--- config.mk ---
export PLATFORM = sky130hd
export DESIGN_NAME = lockstep_cmp
export DESIGN_NICKNAME = d
export VERILOG_FILES = /design/src/rtl/lockstep_pkg.sv /design/src/rtl/ls_mb_check.sv /design/src/rtl/ls_delay_line.sv /design/src/rtl/lockstep_cmp.sv
export SDC_FILE = /design/constraint.sdc
export NUM_CORES = 1
export LEC_CHECK = 0
export ABC_AREA = 1
export BUFFER_PORTS_ARGS = -buffer_cell sky130_fd_sc_hd__buf_2
export CORE_ASPECT_RATIO = 0.9
export CORE_MARGIN = 3
export CORE_UTILIZATION = 45
export CTS_CLUSTER_SIZE = 8
export DETAILED_ROUTE_END_ITERATION = 16
export GPL_ROUTABILITY_DRIVEN = 0
export PLACE_DENSITY_LB_ADDON = 0.1
export SYNTH_ARGS = -nofsm -noshare
export SYNTH_HDL_FRONTEND = slang
export SYNTH_SLANG_ARGS = --single-unit
--- constraint.sdc ---
create_clock -name clk_i -period 1.1 [get_ports clk_i]
set_input_delay 0.055 -clock clk_i [delete_from_list [all_inputs] [get_ports clk_i]]
set_output_delay 0.055 -clock clk_i [all_outputs]
set_load 0.01 [all_outputs]
--- src/rtl/lockstep_pkg.sv ---
package lockstep_pkg;
    // decoded view of one multibit boolean control word
    typedef struct packed {
        logic is_true;
        logic is_false;
        logic bad;
    } mb_dec_t;

    // positions of the control words in the decode array
    localparam int CTL_RST = 0;
    localparam int CTL_EN  = 1;
    localparam int CTL_OFF = 2;
    localparam int CTL_INJ = 3;
    localparam int CTL_N   = 4;
endpackage

--- src/rtl/ls_mb_check.sv ---
module ls_mb_check
    import lockstep_pkg::*;
#(
    parameter int          W       = 4,
    parameter logic [W-1:0] T_VAL  = 4'b0110,
    parameter logic [W-1:0] F_VAL  = 4'b1001
) (
    input  logic [W-1:0] code_i,
    output mb_dec_t      dec_o
);
    always_comb begin
        dec_o.is_true  = (code_i == T_VAL);
        dec_o.is_false = (code_i == F_VAL);
        dec_o.bad      = !dec_o.is_true && !dec_o.is_false;
    end
endmodule

--- src/rtl/ls_delay_line.sv ---
module ls_delay_line #(
    parameter int W     = 8,
    parameter int DEPTH = 3
) (
    input  logic         clk_i,
    input  logic         rst_ni,
    input  logic [W-1:0] din_i,
    output logic [W-1:0] dout_o
);
    generate
        if (DEPTH == 0) begin : g_pass
            assign dout_o = din_i;
        end else begin : g_pipe
            logic [DEPTH-1:0][W-1:0] stage_d, stage_q;

            always_comb begin
                stage_d[0] = din_i;
                for (int k = 1; k < DEPTH; k++) begin
                    stage_d[k] = stage_q[k-1];
                end
            end

            always_ff @(posedge clk_i or negedge rst_ni) begin
                if (!rst_ni) stage_q <= '0;
                else         stage_q <= stage_d;
            end

            assign dout_o = stage_q[DEPTH-1];

            // the first stage follows the input by exactly one edge
            p_first_stage_r1: assert property (@(posedge clk_i) disable iff (!rst_ni)
                1'b1 |=> stage_q[0] == $past(din_i))
                else $error("p_first_stage_r1");
        end
    endgenerate
endmodule

--- src/rtl/lockstep_cmp.sv ---
module lockstep_cmp
    import lockstep_pkg::*;
#(
    parameter int              LAG    = 3,
    parameter int              IN_W   = 8,
    parameter int              OUT_W  = 8,
    parameter int              RF_AW  = 4,
    parameter int              RF_DW  = 8,
    parameter int              MB_W   = 4,
    parameter logic [MB_W-1:0] MB_TRUE  = 4'b0110,
    parameter logic [MB_W-1:0] MB_FALSE = 4'b1001,
    parameter bit              ERR_MB = 1'b1,
    localparam int             ERR_W  = ERR_MB ? MB_W : 1
) (
    input  logic              clk_i,
    input  logic              rst_ni,
    input  logic [IN_W-1:0]   main_in_i,
    output logic [IN_W-1:0]   shadow_in_o,
    input  logic [OUT_W-1:0]  main_out_i,
    input  logic [OUT_W-1:0]  shadow_out_i,
    input  logic              main_rf_we_i,
    input  logic [RF_AW-1:0]  main_rf_addr_i,
    input  logic [RF_DW-1:0]  main_rf_data_i,
    input  logic              shadow_rf_we_i,
    input  logic [RF_AW-1:0]  shadow_rf_addr_i,
    input  logic [RF_DW-1:0]  shadow_rf_data_i,
    input  logic [MB_W-1:0]   ctl_shadow_rst_i,
    input  logic [MB_W-1:0]   ctl_shadow_en_i,
    input  logic [MB_W-1:0]   ctl_det_off_i,
    input  logic [MB_W-1:0]   ctl_inject_i,
    output logic [ERR_W-1:0]  err_o
);
    localparam int RF_W = 1 + RF_AW + RF_DW;
    localparam int CW   = $clog2(LAG + 2);
    localparam logic [ERR_W-1:0] ERR_HIT  = ERR_MB ? ERR_W'(MB_TRUE)  : ERR_W'(1);
    localparam logic [ERR_W-1:0] ERR_IDLE = ERR_MB ? ERR_W'(MB_FALSE) : ERR_W'(0);

    typedef struct packed {
        logic [CW-1:0] cnt;   // edges since reset, saturating at LAG
        logic          err;   // sticky error
    } st_t;

    st_t st_d, st_q;

    // ---------------- delay lines ----------------
    logic [OUT_W-1:0] main_out_dly;
    logic [RF_W-1:0]  rf_dly;

    ls_delay_line #(.W(IN_W), .DEPTH(LAG)) u_dly_in (
        .clk_i(clk_i), .rst_ni(rst_ni), .din_i(main_in_i), .dout_o(shadow_in_o));

    ls_delay_line #(.W(OUT_W), .DEPTH(LAG)) u_dly_out (
        .clk_i(clk_i), .rst_ni(rst_ni), .din_i(main_out_i), .dout_o(main_out_dly));

    ls_delay_line #(.W(RF_W), .DEPTH(LAG)) u_dly_rf (
        .clk_i(clk_i), .rst_ni(rst_ni),
        .din_i({main_rf_we_i, main_rf_addr_i, main_rf_data_i}),
        .dout_o(rf_dly));

    // ---------------- control word decode ----------------
    logic [CTL_N-1:0][MB_W-1:0] ctl_code;
    mb_dec_t                    ctl_dec [CTL_N];

    assign ctl_code[CTL_RST] = ctl_shadow_rst_i;
    assign ctl_code[CTL_EN]  = ctl_shadow_en_i;
    assign ctl_code[CTL_OFF] = ctl_det_off_i;
    assign ctl_code[CTL_INJ] = ctl_inject_i;

    generate
        for (genvar g = 0; g < CTL_N; g++) begin : g_dec
            ls_mb_check #(.W(MB_W), .T_VAL(MB_TRUE), .F_VAL(MB_FALSE)) u_chk (
                .code_i(ctl_code[g]), .dec_o(ctl_dec[g]));
        end
    endgenerate

    // ---------------- next state ----------------
    logic warm, out_mis, rf_mis, any_bad, cand, gate;

    always_comb begin
        warm    = (st_q.cnt == CW'(LAG));
        out_mis = (main_out_dly != shadow_out_i);
        rf_mis  = (rf_dly[RF_W-1] != shadow_rf_we_i) ||
                  (shadow_rf_we_i && (rf_dly[RF_W-2:0] != {shadow_rf_addr_i, shadow_rf_data_i}));
        any_bad = 1'b0;
        for (int k = 0; k < CTL_N; k++) any_bad = any_bad | ctl_dec[k].bad;
        cand    = (warm && (out_mis || rf_mis)) || ctl_dec[CTL_INJ].is_true || any_bad;
        gate    = !ctl_dec[CTL_RST].is_true && !ctl_dec[CTL_EN].is_false &&
                  !ctl_dec[CTL_OFF].is_true;

        st_d = st_q;
        if (!warm)        st_d.cnt = st_q.cnt + 1'b1;
        if (gate && cand) st_d.err = 1'b1;
    end

    always_ff @(posedge clk_i or negedge rst_ni) begin
        if (!rst_ni) st_q <= '0;
        else         st_q <= st_d;
    end

    assign err_o = st_q.err ? ERR_HIT : ERR_IDLE;

    // ---------------- assertions ----------------
    // an active error never clears without reset
    p_sticky_r6: assert property (@(posedge clk_i) disable iff (!rst_ni)
        err_o == ERR_HIT |=> err_o == ERR_HIT)
        else $error("p_sticky_r6");

    // shadow held in reset blocks any new report
    p_shadow_rst_blocks_r5: assert property (@(posedge clk_i) disable iff (!rst_ni)
        (ctl_shadow_rst_i == MB_TRUE && err_o == ERR_IDLE) |=> err_o == ERR_IDLE)
        else $error("p_shadow_rst_blocks_r5");

    // injection with reporting permitted raises the error
    p_inject_r4: assert property (@(posedge clk_i) disable iff (!rst_ni)
        (ctl_inject_i == MB_TRUE && ctl_shadow_rst_i != MB_TRUE &&
         ctl_shadow_en_i != MB_FALSE && ctl_det_off_i != MB_TRUE) |=> err_o == ERR_HIT)
        else $error("p_inject_r4");

    // an illegal injection code word with reporting permitted raises the error
    p_bad_code_r3: assert property (@(posedge clk_i) disable iff (!rst_ni)
        (ctl_inject_i != MB_TRUE && ctl_inject_i != MB_FALSE &&
         ctl_shadow_rst_i != MB_TRUE && ctl_shadow_en_i != MB_FALSE &&
         ctl_det_off_i != MB_TRUE) |=> err_o == ERR_HIT)
        else $error("p_bad_code_r3");

    // during warm-up, with clean controls, mismatches cannot raise the error
    p_warm_mask_r7: assert property (@(posedge clk_i) disable iff (!rst_ni)
        (!warm && err_o == ERR_IDLE && ctl_inject_i == MB_FALSE &&
         (ctl_shadow_rst_i == MB_TRUE || ctl_shadow_rst_i == MB_FALSE) &&
         (ctl_shadow_en_i  == MB_TRUE || ctl_shadow_en_i  == MB_FALSE) &&
         (ctl_det_off_i    == MB_TRUE || ctl_det_off_i    == MB_FALSE)) |=> err_o == ERR_IDLE)
        else $error("p_warm_mask_r7");

    // the status shows only its two legal code words
    p_err_code_r9: assert property (@(posedge clk_i) disable iff (!rst_ni)
        err_o == ERR_HIT || err_o == ERR_IDLE)
        else $error("p_err_code_r9");
endmodule

-- Word-level counts from Yosys, hierarchy flattened
Cells that the tools add are included.
- equality and inequality tests: 12
- $mul: 0
- reduce and logical (&&, ||, !) cells: 21
- bitwise operators: 3
- order comparisons: 0
- div/mod/pow operators: 0
- muxes and demuxes: 1
- add/sub/neg operators: 1
- shifts and indexed selects: 0
- operators by type and width (kind ; count):
    == test 4 x 3 -> 1 bit (second input constant) ; 4
    == test 4 bit (second input constant) ; 4
    inequality test 12 bit ; 1
    logical AND 1 bit ; 9
    zero test 1 bit ; 8
    inequality test 8 bit ; 1
    logical OR 1 bit ; 4
    2-to-1 mux 4 bit ; 1
    adder 3 x 1 -> 3 bit (second input constant) ; 1
    == test 3 x 2 -> 1 bit (second input constant) ; 1
    bitwise OR 1 bit ; 3
    inequality test 1 bit ; 1
- bits in writable memories: 0
- output and inout bits: 12
- bits of input ports: 68
- memory bits (read-only): 0
- memories: 0
- bits in latches: 0
- word-level logic and storage cells: 49
- bits in registers: 91

-- Longest topological paths before layout
- depth after elaboration: 8
- gate-level depth with buffers: 13
- depth with buffers taken out: 13

-- By module
From an unflattened synthesis, not the netlist that was laid out.
- cells, all modules: 236
- area total of the unflattened synthesis: 2941.6 sq um
- by module, submodules not included (module ; area an instance (sq um) ; cells an instance ; seq. area each (sq um) ; instances):
    ls_delay_line (u_dly_in ...) ; 600.6 ; 24 ; 600.6 ; 2
    ls_delay_line (u_dly_rf) ; 975.9 ; 39 ; 975.9 ; 1
    lockstep_cmp ; 584.3 ; 101 ; 100.1 ; 1
    ls_mb_check ; 45.0 ; 12 ; 0.0 ; 4

-- Least setup slack after synthesis
OpenSTA, ideal clock, no wires.
- path kind: reg-to-reg
- start: register st_q[1] (netlist bit)
- end: register st_q[2] (netlist bit)
- path buffers: 0
- setup time: 0.125 ns
- arrival: 1.059 ns
- data required time: 0.975 ns
- clock period less this slack: 1.183 ns
- setup slack: -0.083 ns
- stages on the path, launching flop included: 4
- path through: dfrtp_1 ha_1 ha_1 mux2_2
- longest elaborated chain between the ends: 1
- elaborated cells between the ends (all ways): 2
- classes of those cells: 1 x add/sub; 1 x eq/ne
- RTL lines (element ; RTL line ; source):
    start: declaration ; lockstep_cmp.sv:43 ; st_t st_d, st_q;
    start signal: assignment ; lockstep_cmp.sv:97 ; else st_q <= st_d;
    adder 3 x 1 -> 3 bit / == test 3 x 2 -> 1 bit (equally long branches) ; lockstep_cmp.sv:91, lockstep_cmp.sv:80 ;
Parallel ways exist; a longest one is shown, timed or not.
A chain may end at the register's enable or synchronous reset.

-- Worst setup path after layout
- start: register u_dly_rf.g_pipe.stage_q, in the netlist u_dly_rf.dout_o[11]
- end: register st_q[0] (netlist bit)
- longest elaborated chain between the ends: 8
- RTL lines (element ; RTL line ; source):
    start: declaration ; ls_delay_line.sv:14 ; logic [DEPTH-1:0][W-1:0] stage_d, stage_q;
    start signal: assignment ; ls_delay_line.sv:25 ; else stage_q <= stage_d;
    inequality test 12 bit ; lockstep_cmp.sv:83 ; (shadow_rf_we_i && (rf_dly[RF_W-2:0] != {shadow_rf_addr_i, shadow_rf_data_i}));
    logical AND 1 bit ; lockstep_cmp.sv:83 ;
    logical OR 1 bit ; lockstep_cmp.sv:82 ; rf_mis = (rf_dly[RF_W-1] != shadow_rf_we_i) ||
    logical OR 1 bit ; lockstep_cmp.sv:86 ; cand = (warm && (out_mis || rf_mis)) || ctl_dec[CTL_INJ].is_true || any_bad;
    logical AND 1 bit ; lockstep_cmp.sv:86 ;
    logical OR 1 bit (2 in a row) ; lockstep_cmp.sv:86 ;
    logical AND 1 bit ; lockstep_cmp.sv:92 ; if (gate && cand) st_d.err = 1'b1;
Every way passes these cells.

==> out/qor.txt <==
==================================================================================
Outcome ............................................................. finished with violations
Violations in the final reports ..................................... setup timing
Share of the clock period used by the worst path ....................         112%
Number of endpoints failing setup at the final stage ................            3
Max Cap Violations ..................................................            0
Clock sinks .........................................................           91
Clock root buffer ...................................................     clkbuf_8
Measured slew at the worst slew-check pin ...........................     0.318 ns
Diode count .........................................................            0
X dimension of the die ..............................................      89.3 um
Detailed Route WL ...................................................      4320 um
Worst IR Drop VDD ...................................................    0.00116 V
Critical path data required time ....................................      1.34 ns
Number of iterations in the first detailed-routing pass .............            3
# port buffers ......................................................           79
Area growth from synthesis to layout ................................        38.6%
Yosys top cell area share ...........................................        81.0%
Largest net degree at the start of global routing ...................           30
Arrival time worst endpoint .........................................      1.46 ns
Leading cell type in the layout, fill and taps excluded .............      dfrtp_1
Relative slew margins ...............................................        78.8%
Category of the most critical setup path ............................   reg -> reg
Register-to-register setup slack ....................................     -0.13 ns
Largest fanout on the critical path .................................            2
Initial antenna violation count .....................................            0
Launch point of the worst reg-to-reg path ........................... u_dly_rf.dout_o[11]
Max Root-Sink Buffers ...............................................            2
TritonCTS clock tree ................................................        built
GR Overflow Total ...................................................            0
Number of library cell types mapped by synthesis ....................           15
LEAKAGE .............................................................      1.94 nW
Min Clock Period, post-route ........................................      1.23 ns
Syn nets ............................................................          265
DRC violations left .................................................            0
Final total negative setup slack ....................................    -0.219 ns
Count of pins on the block boundary .................................           80
CP Launch Type ......................................................         flop
Library cell occupying the most area in the post-synthesis netlist ..      dfrtp_1
R2R Path End ........................................................      st_q[0]
Remaining number of nets flagged by the antenna check after routing .            0
Number of vias after detailed routing ...............................         1653
Class of the most critical hold timing path .........................  in -> async
First-pass GRT wire length ..........................................      7120 um
Later-pin clock latency in the skew report ..........................      0.34 ns
Final core utilization ..............................................        66.5%
Leading post-synthesis cells by cell area ........................... dfrtp_1 (81%), nand2_1 (4.8%), xnor2_1 (4.0%)
Sequential cell area fraction in the yosys report ...................        81.0%
Clock-pin slew on the worst setup and hold paths ....................      0.09 ns
Layout Nets .........................................................          389
Inserted Clock Buffers ..............................................            9
Cell area after synthesis ...........................................    2810 um^2
Die area ............................................................    7230 um^2
Highest-count cells in the layout ignoring fill and taps ............ dfrtp_1 (91), buf_2 (78), nand2_1 (35)
Synthesized flop and latch total ....................................           91
Initial detailed-routing violation count ............................           71
Power density relative to cell area ................................. 1610 nW/um^2
Non-Filler Instances ................................................          394
Die H ...............................................................      81.0 um
Post-route total power ..............................................      6.27 mW
Per-cell routed wire length .........................................      11.0 um
Unrepaired setup endpoints after global routing .....................         true
Worst reg-to-reg path cell count ....................................           12
Starting density of the core ........................................        48.0%
Yosys synthesis warning count .......................................            0
Cell count after placement ..........................................          346
Avg Inst Size Synth .................................................    14.4 um^2
Total count of hold-check failures in the final report ..............            0
Worst setup margin ..................................................    -0.129 ns
Vias per cell .......................................................         4.20
Post-Synthesis Cells ................................................          195
Detail Placement HPWL ...............................................      3130 um
GRT Resource Usage Total ............................................        13.4%
Kind of end point of the critical path ..............................         flop
Core outline area ...................................................    5860 um^2
Final Max Slew Viols ................................................            0
Via count of the first global-routing pass ..........................         1674
Share of final-layout standard cells stronger than drive strength 1 .        34.0%
Clock skew ..........................................................   0.00564 ns
Number of fill cells in the layout ..................................          439
Number of placement rows ............................................           26
Fmax ................................................................      813 MHz
Maximum level of the CTS H-tree .....................................            3
==================================================================================
==> metal layers <==
metal | routed length, um | global-route usage [%]
met4 | 41 | 4.46
met5 | 0 | 0
met2 | 2260 | 21.9
met3 | 217 | 5.27
met1 | 1800 | 16.4
==> per-stage QoR <==
| step | setup slack (ns) | instance area [um^2] | hold slack, ns |
|---|---|---|---|
| after floorplan | -0.0247 | 2830 | -0.241 |
| after global placement | -0.0736 | 3350 | -0.0234 |
| after global routing | -0.281 | 3900 | 0.143 |
| after CTS | -0.124 | 3870 | 0.130 |
| final | -0.129 | 3900 | 0.133 |
| after detailed placement | -0.134 | 3350 | -0.0229 |
==> synth_stat cells, drive strengths merged <==
cell type and instances:
nand4 3, and3 1, nand3 7, or2 1
nor2 16, o21ai 1, nand2 36, xnor2 13
ha 2, dfrtp 91, inv 19, mux2 1
buf 3, a22o 1
==> sequential cells by signal (all words and copies together) (netlist names) <==
name and cells:
u_dly_rf.dout_o 13, u_dly_in.g_pipe.stage_d 16, u_dly_out.dout_o 8, u_dly_rf.g_pipe.stage_d 26, st_q 4, u_dly_in.dout_o 8
u_dly_out.g_pipe.stage_d 16
==> critical path: stages, from the launching register on <==
cell	delay (ns)
dfrtp_1	0.40
nand2_1	0.06
nand2_1	0.04
nor2_1	0.10
nand2_1	0.07
nor2_1	0.10
nand2_1	0.06
nand2_1	0.06
nand2_1	0.04
nand2_1	0.05
nand2_1	0.04
nand2_1	0.05
nand2_1	0.04
==> timing repair <==
item,in CTS,in global routing
pin swaps,2,9
buffers inserted,0,2
resized for setup,2,3
endpoints found under the hold margin,120,0
setup endpoints to repair,4,4
hold buffers,30,0
gates cloned,0,0
==> power by group <==
| part | switching, mW | internal, mW | leakage, nW | total (mW) |
|---|---|---|---|---|
| registers | 0.0468 | 3.50 | 1.05 | 3.55 |
| logic | 0.185 | 0.239 | 0.781 | 0.424 |
| clock network | 1.19 | 1.11 | 0.109 | 2.30 |
| total | 1.42 | 4.85 | 1.94 | 6.27 |
==> how the worst max path moves through the flow <==
stage / startpoint / end / slack [ns] / cells after the start
2_1_floorplan: st_q[1] / st_q[2] / -0.02 / 3
3_3_place_gp: u_dly_rf.dout_o[11] / st_q[0] / -0.07 / 13
3_5_place_dp: u_dly_rf.dout_o[11] / st_q[0] / -0.13 / 13
4_1_cts: u_dly_rf.dout_o[11] / st_q[0] / -0.12 / 13
5_1_grt: u_dly_rf.dout_o[11] / st_q[0] / -0.28 / 12
6_report: u_dly_rf.dout_o[11] / st_q[0] / -0.13 / 12
==> cell families (layout without fill, tap and decap cells) <==
logic type      after synthesis  count (layout)  synth area share (%)
compound gates                2               2                 0.489
xor+xnor                     13              13                  4.05
fa+ha+maj                     2               2                 0.890
buf+inv                      22             151                  3.34
flops                        91              91                  81.0
mux                           1               1                 0.401
simple gates                 64              64                  9.84
==> layout make-up <==
cell class | count | area, um^2 | area share (%)
clock buffers | 9 | 124 | 3.18
multi-input cells | 82 | 469 | 12.0
clock inverters | 7 | 87.6 | 2.25
repair buffers | 116 | 779 | 20.0
well taps | 70 | 87.6 | 2.25
inverters | 19 | 71.3 | 1.83
flip-flops and latches | 91 | 2280 | 58.4
Note: power is estimated with default switching activity, not from simulation.
